$ cat config.mk
export PLATFORM = sky130hd
export DESIGN_NAME = sdram_cmd_guard
export DESIGN_NICKNAME = d
export VERILOG_FILES = /design/src/rtl/sdg_pkg.sv /design/src/rtl/sdg_decode.sv /design/src/rtl/sdg_devtimer.sv /design/src/rtl/sdg_bank.sv /design/src/rtl/sdram_cmd_guard.sv
export SDC_FILE = /design/constraint.sdc
export NUM_CORES = 1
export LEC_CHECK = 0
export BUFFER_PORTS_ARGS = -buffer_cell sky130_fd_sc_hd__buf_4
export CAP_MARGIN = 15
export CORE_MARGIN = 1.5
export CORE_UTILIZATION = 56
export CTS_BUF_LIST = sky130_fd_sc_hd__clkbuf_16
export DETAILED_ROUTE_END_ITERATION = 8
export PLACE_DENSITY_LB_ADDON = 0.12
export REMOVE_ABC_BUFFERS = 1
export SLEW_MARGIN = 25
export SYNTH_ARGS = -nofsm -noshare
export SYNTH_HDL_FRONTEND = slang
export SYNTH_HIERARCHICAL = 1
export SYNTH_SLANG_ARGS = --single-unit
$ cat constraint.sdc
create_clock -name clk -period 3.9 [get_ports clk]
set_input_delay 0.39 -clock clk [delete_from_list [all_inputs] [get_ports clk]]
set_output_delay 0.39 -clock clk [all_outputs]
set_load 0.05 [all_outputs]
$ cat src/rtl/sdg_pkg.sv
package sdg_pkg;

  typedef enum logic [3:0] {
    CMD_MRS, CMD_REF, CMD_PRE, CMD_ACT,
    CMD_WR, CMD_RD, CMD_BST, CMD_NOP, CMD_DESEL
  } cmd_e;

  typedef enum logic [2:0] {
    RSN_NONE       = 3'd0,
    RSN_DEV_BUSY   = 3'd1,
    RSN_BANKS_OPEN = 3'd2,
    RSN_NO_ROW     = 3'd3,
    RSN_ROW_OPEN   = 3'd4,
    RSN_TRCD       = 3'd5,
    RSN_TRAS       = 3'd6,
    RSN_TRRD       = 3'd7
  } reason_e;

  typedef enum logic [1:0] {
    ST_IDLE    = 2'd0,
    ST_ACTIVE  = 2'd1,
    ST_REFRESH = 2'd2,
    ST_MODE    = 2'd3
  } bstate_e;

  // True once enough edges have passed since an event.
  function automatic logic reached(input int elapsed, input int min_cyc);
    return elapsed >= min_cyc;
  endfunction

endpackage

$ cat src/rtl/sdg_decode.sv
module sdg_decode
  import sdg_pkg::*;
(
  input  logic cs_n,
  input  logic ras_n,
  input  logic cas_n,
  input  logic we_n,
  output cmd_e cmd
);

  always_comb begin
    if (cs_n) begin
      cmd = CMD_DESEL;
    end else begin
      case ({ras_n, cas_n, we_n})
        3'b000:  cmd = CMD_MRS;
        3'b001:  cmd = CMD_REF;
        3'b010:  cmd = CMD_PRE;
        3'b011:  cmd = CMD_ACT;
        3'b100:  cmd = CMD_WR;
        3'b101:  cmd = CMD_RD;
        3'b110:  cmd = CMD_BST;
        default: cmd = CMD_NOP;
      endcase
    end
  end

endmodule

$ cat src/rtl/sdg_devtimer.sv
module sdg_devtimer
  import sdg_pkg::*;
#(
  parameter int TRC = 6
) (
  input  logic    clk,
  input  logic    rst,
  input  logic    start_ref,
  input  logic    start_mrs,
  output bstate_e dev_st
);

  localparam int CW = $clog2(TRC + 1);
  localparam int MRS_CYC = 2;

  logic [CW-1:0] cnt;

  always_ff @(posedge clk) begin
    if (rst) begin
      dev_st <= ST_IDLE;
      cnt    <= '0;
    end else if (start_ref) begin
      dev_st <= ST_REFRESH;
      cnt    <= CW'(TRC - 1);
    end else if (start_mrs) begin
      dev_st <= ST_MODE;
      cnt    <= CW'(MRS_CYC - 1);
    end else if (dev_st != ST_IDLE) begin
      if (cnt == CW'(1)) begin
        dev_st <= ST_IDLE;
        cnt    <= '0;
      end else begin
        cnt <= cnt - CW'(1);
      end
    end
  end

  AST_REFRESH_ENDS: assert property (@(posedge clk) disable iff (rst)
    (dev_st == ST_REFRESH && cnt == CW'(1)) |=> dev_st == ST_IDLE);

  AST_MODE_ONE_EDGE: assert property (@(posedge clk) disable iff (rst)
    (dev_st == ST_MODE) |=> dev_st == ST_IDLE);

endmodule

$ cat src/rtl/sdg_bank.sv
module sdg_bank
  import sdg_pkg::*;
#(
  parameter int TRCD      = 3,
  parameter int TRAS_MIN  = 5,
  parameter int TRAS_MAX  = 20,
  parameter int BURST_LEN = 4,
  parameter int AGE_W     = 5
) (
  input  logic             clk,
  input  logic             rst,
  input  logic             act_go,
  input  logic             rw_go,
  input  logic             ap_go,
  input  logic             pre_go,
  output logic             active,
  output logic             closing,
  output logic [AGE_W-1:0] age,
  output logic             overdue
);

  localparam int SAT = TRAS_MAX + 1;
  localparam int BW  = $clog2(BURST_LEN + 1);

  logic [BW-1:0] bcnt;
  logic          row_limit_hit;

  assign row_limit_hit = active && !closing && (age == AGE_W'(TRAS_MAX));

  always_ff @(posedge clk) begin
    if (rst) begin
      active  <= 1'b0;
      closing <= 1'b0;
      bcnt    <= '0;
      age     <= AGE_W'(SAT);
      overdue <= 1'b0;
    end else begin
      overdue <= row_limit_hit && !pre_go && !ap_go;

      if (act_go)                  age <= AGE_W'(1);
      else if (age != AGE_W'(SAT)) age <= age + AGE_W'(1);

      if (act_go) begin
        active <= 1'b1;
      end else if (pre_go) begin
        active <= 1'b0;
      end else if (ap_go) begin
        if (BURST_LEN == 1) begin
          active <= 1'b0;
        end else begin
          closing <= 1'b1;
          bcnt    <= BW'(BURST_LEN - 1);
        end
      end else if (closing) begin
        if (bcnt == BW'(1)) begin
          active  <= 1'b0;
          closing <= 1'b0;
        end else begin
          bcnt <= bcnt - BW'(1);
        end
      end
    end
  end

  AST_RW_AFTER_TRCD: assert property (@(posedge clk) disable iff (rst)
    rw_go |-> (active && !closing && int'(age) >= TRCD));

  AST_PRE_AFTER_TRAS: assert property (@(posedge clk) disable iff (rst)
    pre_go |-> int'(age) >= TRAS_MIN);

  AST_ACT_ONLY_IDLE: assert property (@(posedge clk) disable iff (rst)
    act_go |-> !active);

  AST_AP_CLOSES: assert property (@(posedge clk) disable iff (rst)
    $fell(closing) |-> !active);

  AST_OVERDUE_PULSE: assert property (@(posedge clk) disable iff (rst)
    overdue |=> !overdue);

endmodule

$ cat src/rtl/sdram_cmd_guard.sv
module sdram_cmd_guard
  import sdg_pkg::*;
#(
  parameter int ADDR_W    = 13,
  parameter int AP_BIT    = 10,
  parameter int TRC       = 6,
  parameter int TRCD      = 3,
  parameter int TRAS_MIN  = 5,
  parameter int TRAS_MAX  = 20,
  parameter int TRRD      = 2,
  parameter int BURST_LEN = 4
) (
  input  logic              clk,
  input  logic              rst,
  input  logic              cs_n,
  input  logic              ras_n,
  input  logic              cas_n,
  input  logic              we_n,
  input  logic              ba,
  input  logic [ADDR_W-1:0] addr,
  output logic              illegal,
  output logic [2:0]        reason,
  output logic [3:0]        bank_state,
  output logic [1:0]        row_overdue
);

  localparam int AGE_W = $clog2(TRAS_MAX + 2);

  cmd_e             cmd;
  bstate_e          dev_st;
  reason_e          why;
  logic             legal;
  logic             dev_busy;
  logic             is_rw;
  logic [1:0]       b_active, b_closing;
  logic [1:0]       act_go, rw_go, ap_go, pre_go;
  logic [AGE_W-1:0] b_age [2];
  logic             addr_unused;

  assign addr_unused = ^addr;

  sdg_decode u_decode (
    .cs_n (cs_n), .ras_n(ras_n), .cas_n(cas_n), .we_n(we_n), .cmd(cmd)
  );

  sdg_devtimer #(.TRC(TRC)) u_dev (
    .clk      (clk),
    .rst      (rst),
    .start_ref(legal && cmd == CMD_REF),
    .start_mrs(legal && cmd == CMD_MRS),
    .dev_st   (dev_st)
  );

  assign dev_busy = (dev_st != ST_IDLE);
  assign is_rw    = (cmd == CMD_RD) || (cmd == CMD_WR);

  // Rule evaluation: device busy, then bank state, then spacing.
  always_comb begin
    why = RSN_NONE;
    if (cmd == CMD_NOP || cmd == CMD_DESEL || cmd == CMD_BST) begin
      why = RSN_NONE;
    end else if (dev_busy) begin
      why = RSN_DEV_BUSY;
    end else begin
      case (cmd)
        CMD_MRS, CMD_REF:
          if (b_active != 2'b00) why = RSN_BANKS_OPEN;
        CMD_ACT:
          if (b_active[ba])                              why = RSN_ROW_OPEN;
          else if (!reached(int'(b_age[~ba]), TRRD))     why = RSN_TRRD;
        CMD_RD, CMD_WR:
          if (!b_active[ba] || b_closing[ba])            why = RSN_NO_ROW;
          else if (!reached(int'(b_age[ba]), TRCD))      why = RSN_TRCD;
        CMD_PRE:
          if (b_active[ba] && !b_closing[ba] &&
              !reached(int'(b_age[ba]), TRAS_MIN))       why = RSN_TRAS;
        default: why = RSN_NONE;
      endcase
    end
  end

  assign legal = (why == RSN_NONE);

  for (genvar g = 0; g < 2; g++) begin : g_bank
    assign act_go[g] = legal && cmd == CMD_ACT && ba == 1'(g);
    assign rw_go[g]  = legal && is_rw && ba == 1'(g);
    assign ap_go[g]  = rw_go[g] && addr[AP_BIT];
    assign pre_go[g] = legal && cmd == CMD_PRE && ba == 1'(g) &&
                       b_active[g] && !b_closing[g];

    sdg_bank #(
      .TRCD(TRCD), .TRAS_MIN(TRAS_MIN), .TRAS_MAX(TRAS_MAX),
      .BURST_LEN(BURST_LEN), .AGE_W(AGE_W)
    ) u_bank (
      .clk    (clk),
      .rst    (rst),
      .act_go (act_go[g]),
      .rw_go  (rw_go[g]),
      .ap_go  (ap_go[g]),
      .pre_go (pre_go[g]),
      .active (b_active[g]),
      .closing(b_closing[g]),
      .age    (b_age[g]),
      .overdue(row_overdue[g])
    );

    assign bank_state[2*g +: 2] = dev_busy ? dev_st :
                                  (b_active[g] ? ST_ACTIVE : ST_IDLE);
  end

  always_ff @(posedge clk) begin
    if (rst) begin
      illegal <= 1'b0;
      reason  <= RSN_NONE;
    end else begin
      illegal <= !legal;
      reason  <= why;
    end
  end

  AST_QUIET_CMDS: assert property (@(posedge clk) disable iff (rst)
    (cmd == CMD_NOP || cmd == CMD_DESEL || cmd == CMD_BST) |=> !illegal);

  AST_BUSY_REJECTS: assert property (@(posedge clk) disable iff (rst)
    (dev_busy && !(cmd == CMD_NOP || cmd == CMD_DESEL || cmd == CMD_BST))
      |=> (illegal && reason == RSN_DEV_BUSY));

  AST_GLOBAL_NEEDS_IDLE: assert property (@(posedge clk) disable iff (rst)
    ((cmd == CMD_MRS || cmd == CMD_REF) && b_active != 2'b00)
      |=> illegal);

endmodule

# Word level (Yosys, flattened, before mapping)
# Index checks and enable logic that the tools add are counted.
# totals
register_bits	31
inputBits	20
out_inout_bits	10
# op_classes
addsub	5
n_lt_le_gt_ge	6
eq_ne	25
mux	59
bitwise	7
reduce_logical	72
# ops
operator	n
3-bit 2-to-1 mux	17
5-bit 2-to-1 mux	10
1-bit logical AND	27
1-bit 2-to-1 mux	22
3-bit one-hot mux with 7 select lines	1
3-bit nonzero test	6
4-bit by 3-bit == test with 1-bit output, second input constant	4
2-bit nonzero test	8
2-bit 2-to-1 mux	7
3-bit by 1-bit == test with 1-bit output, second input constant	4
3-bit one-hot mux with 4 select lines	1
5-bit by 1-bit adder with 5-bit output, second input constant	2
5-bit == test, second input constant	2
5-bit by 2-bit >= comparator with 1-bit output, second input constant	2
1-bit logical NOT	10
5-bit inequality test, second input constant	2
2-bit OR reduction	5
3-bit == test, second input constant	3
3-bit by 1-bit subtractor with 3-bit output, second input constant	3
4-bit by 2-bit == test with 1-bit output, second input constant	2
2-bit AND reduction	4
4-bit AND reduction	2
3-bit by 2-bit == test with 1-bit output, second input constant	2
3-bit logical NOT	2
14 further kinds	26

# Longest topological paths before layout
# depth
word_depth	19
depth_mapped	9
depth_no_buf	9

# Modules after synthesis
# The synthesis kept the hierarchy.
# modules_own_cells
mod	n_inst	cells_each	area_each_um2	seq_area_each_um2
sdg_bank	2	60	550.5	220.2
sdram_cmd_guard	1	71	548.0	80.1
sdg_devtimer	1	29	251.5	100.1
sdg_decode	1	4	26.3	0.0

# Worst setup path before layout
# Ideal clock, no wire load.
# synth_timing
kind	in2reg
from	input port ras_n
to	register g_bank[0].u_bank.bcnt[2]
t_arrival_ns	3.176
slack_ns	0.654
stages	9
path_buffers	0
path_cell_list	nor2b_1 or3b_2 nor3_1 a21oi_1 a31oi_2 a2111oi_1 or4b_4 or4b_1 a21oi_1
# synth_between
word_cells_on_any_way	42
classes_between	eq/ne: 15; mux: 6; bitwise: 2; reduce/logical: 19
# synth_rtl
element	line	source
from (decl)	sdram_cmd_guard.sv:16	input logic ras_n,
3-bit == test, or another cell as far along	sdg_decode.sv:15	case ({ras_n, cas_n, we_n})
3-bit one-hot mux with 7 select lines (*)	sdg_decode.sv:15	
4-bit 2-to-1 mux (*)	sdg_decode.sv:12	if (cs_n) begin
4-bit by 3-bit == test with 1-bit output, or another cell as far along	sdram_cmd_guard.sv:65	case (cmd)
2-bit OR reduction	sdram_cmd_guard.sv:65	
3-bit one-hot mux with 4 select lines	sdram_cmd_guard.sv:65	
3-bit 2-to-1 mux	sdram_cmd_guard.sv:62	end else if (dev_busy) begin
3-bit 2-to-1 mux	sdram_cmd_guard.sv:60	if (cmd == CMD_NOP || cmd == CMD_DESEL || cmd == CMD_BST) begin
3-bit logical NOT	sdram_cmd_guard.sv:82	assign legal = (why == RSN_NONE);
1-bit logical AND (*) (2 in a row)	sdram_cmd_guard.sv:85	assign act_go[g] = legal && cmd == CMD_ACT && ba == 1'(g);
net act_go[0]	sdram_cmd_guard.sv:36	logic [1:0] act_go, rw_go, ap_go, pre_go;
1-bit NOT (no source line) (*)	--	
4-bit AND reduction (no source line) (*)	--	
to (signal assigned)	sdg_bank.sv:52	bcnt <= BW'(BURST_LEN - 1);
to (signal assigned)	sdg_bank.sv:59	bcnt <= bcnt - BW'(1);
to (decl)	sdg_bank.sv:25	logic [BW-1:0] bcnt;
# Mark *: on every way through the listed nets, which the timed path passes. The rest lies on a longest branch.
# A chain may end at the register's enable or synchronous reset.

# Final worst setup path
# layout_timing
from	input port cs_n
to	register g_bank[0].u_bank.bcnt[2]
# layout_between
word_cells_on_any_way	34
classes_between	eq/ne: 9; mux: 5; bitwise: 2; reduce/logical: 18
# layout_rtl
element	line	source
from (decl)	sdram_cmd_guard.sv:15	input logic cs_n,
4-bit 2-to-1 mux (*)	sdg_decode.sv:12	
net cmd[2]	sdram_cmd_guard.sv:29	cmd_e cmd;
4-bit by 3-bit == test with 1-bit output, or another cell as far along	sdram_cmd_guard.sv:65	
2-bit OR reduction	sdram_cmd_guard.sv:65	
3-bit one-hot mux with 4 select lines	sdram_cmd_guard.sv:65	
3-bit 2-to-1 mux	sdram_cmd_guard.sv:62	
3-bit 2-to-1 mux	sdram_cmd_guard.sv:60	
3-bit logical NOT	sdram_cmd_guard.sv:82	
1-bit logical AND (*) (2 in a row)	sdram_cmd_guard.sv:85	
net act_go[0]	sdram_cmd_guard.sv:36	
1-bit NOT (no source line) (*)	--	
4-bit AND reduction (no source line) (*)	--	
# Marked as above.

==> qor.yml <==
seqPwrFrac_pct: 39.6
cp_max_fo: 9
setup_tns_ps: 0
insertion_delay_ps: 270
synth.avg_cell_area_um2: 8.62
fin_nets: 277
syn_to_final_growth_pct: 16.8
sw_frac_of_total_pct: 32.6
track_usage_pct: 24.3
power_density_nw_per_um2: 469
vias_per_cell: 6.00
status: "finished, final reports clean"
dieHeight_um: 61.5
cp-start-kind: "input port"
first_iter_violations: 119
synth_area_um2: 1910
worst_pin_slew_ps: 988
drv_cap: 0
leakage_uw: 0.000917
skew_ps: 3.63
drive_gt1_share_pct: 16.3
worstPathRequired_ps: 4100
io_pins: 30
ys_warn_count: 6
critPathCapture: "g_bank[0].u_bank/bcnt[2]"
fp.dieW_um: 61.5
max-slew-margin-rel_pct: 34.0
core_um2: 3310
num_rows: 21
switching_power_uw: 342
routed-via-count: 1752
fin_crit_sh_pct: 86.3
cts_resized: 0
postRouteAntennaNets: 0
dp_hpwl_um: 3060
cts_tree: "done"
multi_input_area_um2: 1190
cts.sinks: 31
htreeDepth: 2
gr-total-overflow: 0
first_global_vias: 1478
cts_buffers: 5
hold_viol: 0
start_util_pct: 57.8
rsz0062_at_grt: "false"
setup_viol: 0
hp-class: "reg -> reg"
post-route-min-period_ps: 3370
die_area_um2: 3780
ir_drop_mv: 0.412
reg2reg_from: "g_bank[1].u_bank/age[4]"
syn_inst: 222
drt-total-wl_um: 4390
fillers: 278
clockRootBuffer: "clkbuf_16"
seq_area_um2: 621
wire_per_inst_um: 15.0
reg2reg_depth: 9
cts_buffer_depth: 2
arrival_ps: 3570
routabilityCongestion: 0.905
slew_violations: 0
grt_pass1_wl_um: 6720
cp-end-kind: "flip-flop"
comb_power_share_pct: 26.5
grt_max_degree: 27
post_cts_buffers: 0
p_int_uw: 707
reg2reg_slack_ps: 610
critPathKind: "in -> reg"
drtPass1Iterations: 4
fmax_ghz: 0.297
p_clk_share_pct: 34.0
cts.clk_slew.worst_paths_ps: 50
portBuffers: 17
cts-hold-fix-buffers: 0
antenna_found_initial: 0
final_util_pct: 67.5
startpoint: "cs_n"
num_antenna_cells: 0
r2r-end: "g_bank[0].u_bank/bcnt[2]"
drc: 0
flip-flops by register name (all words and copies together) (netlist names):
| name | count |
|---|---|
| g_bank.u_bank/active | 2 |
| g_bank.u_bank/age | 10 |
| g_bank.u_bank/bcnt | 6 |
| g_bank.u_bank/closing | 2 |
| g_bank.u_bank/overdue | 2 |
| illegal | 1 |
| reason | 3 |
| u_dev/cnt | 3 |
| u_dev/dev_st | 2 |
power by group through the flow:
stage	clock [uW]	sequential (uW)	combinational, uW
floorplan	0	421	191
global placement	0	416	259
detailed placement	0	420	270
CTS	358	414	275
global route	376	422	305
finish	356	415	278
cells in the final DEF, fill, tap and decap left out, types with 3 or more instances in the layout:
cell        n
nor4_1      4
dfxtp_1    31
a2111o_1    3
nor2_1     21
nand3b_1    4
a2111oi_1   5
a21o_1      4
inv_1      19
xnor2_1     4
a211oi_1    6
buf_4      22
or3_1       3
ha_1       12
nor2b_1     9
and3_1      5
o21ai_0     5
a21oi_1    13
clkbuf_16   5
nor3_1      4
nand3_1     8
nand2_1    11
critical path, stage by stage:
cell and delay (ps):
buf_4 140, nor2b_1 260, or3b_2 540, nor3_1 270
a211o_1 180, a2111o_1 240, a2111oi_1 120, buf_4 180
or4b_4 550, or4b_1 520, a21oi_1 180
layout make-up:
class | count | share of cell area, %
Multi-Input combinational cell | 167 | 53.1
Sequential cell | 31 | 27.8
Timing Repair Buffer | 22 | 7.39
Clock buffer | 5 | 5.60
Inverter | 18 | 3.02
Tap cell | 46 | 2.58
Clock inverter | 3 | 0.504
stage by stage:
step	std cells	total power, uW	area [um2]	hold slack, ps	setup slack (ps)
6_report	292	1050	2230	478	533
3_3_place_gp	284	675	2100	465	363
3_5_place_dp	284	690	2100	477	288
4_1_cts	292	1050	2230	479	544
2_1_floorplan	216	611	1880	454	654
5_1_grt	292	1100	2230	502	358
per-layer routing:
layer	share of wire, %	wire length (um)	global-route usage, %
met2	49	2150	42.1
met3	5.1	225	6.51
met4	1.2	53	6.99
met5	0	0	0
met1	45	1970	29.5
how the worst min path moves through the flow:
stage                            start                 endpoint  slack (ps)  depth (start not counted)
after CTS                          rst  g_bank[0].u_bank/active         480                          2
after global placement    u_dev/cnt[1]             u_dev/cnt[1]         460                          2
final                     u_dev/cnt[1]             u_dev/cnt[1]         480                          2
after global routing      u_dev/cnt[1]             u_dev/cnt[1]         500                          2
after detailed placement  u_dev/cnt[1]             u_dev/cnt[1]         480                          2
after floorplan           u_dev/cnt[1]             u_dev/cnt[1]         450                          2
No activity file was read; power rests on OpenSTA's default activity.
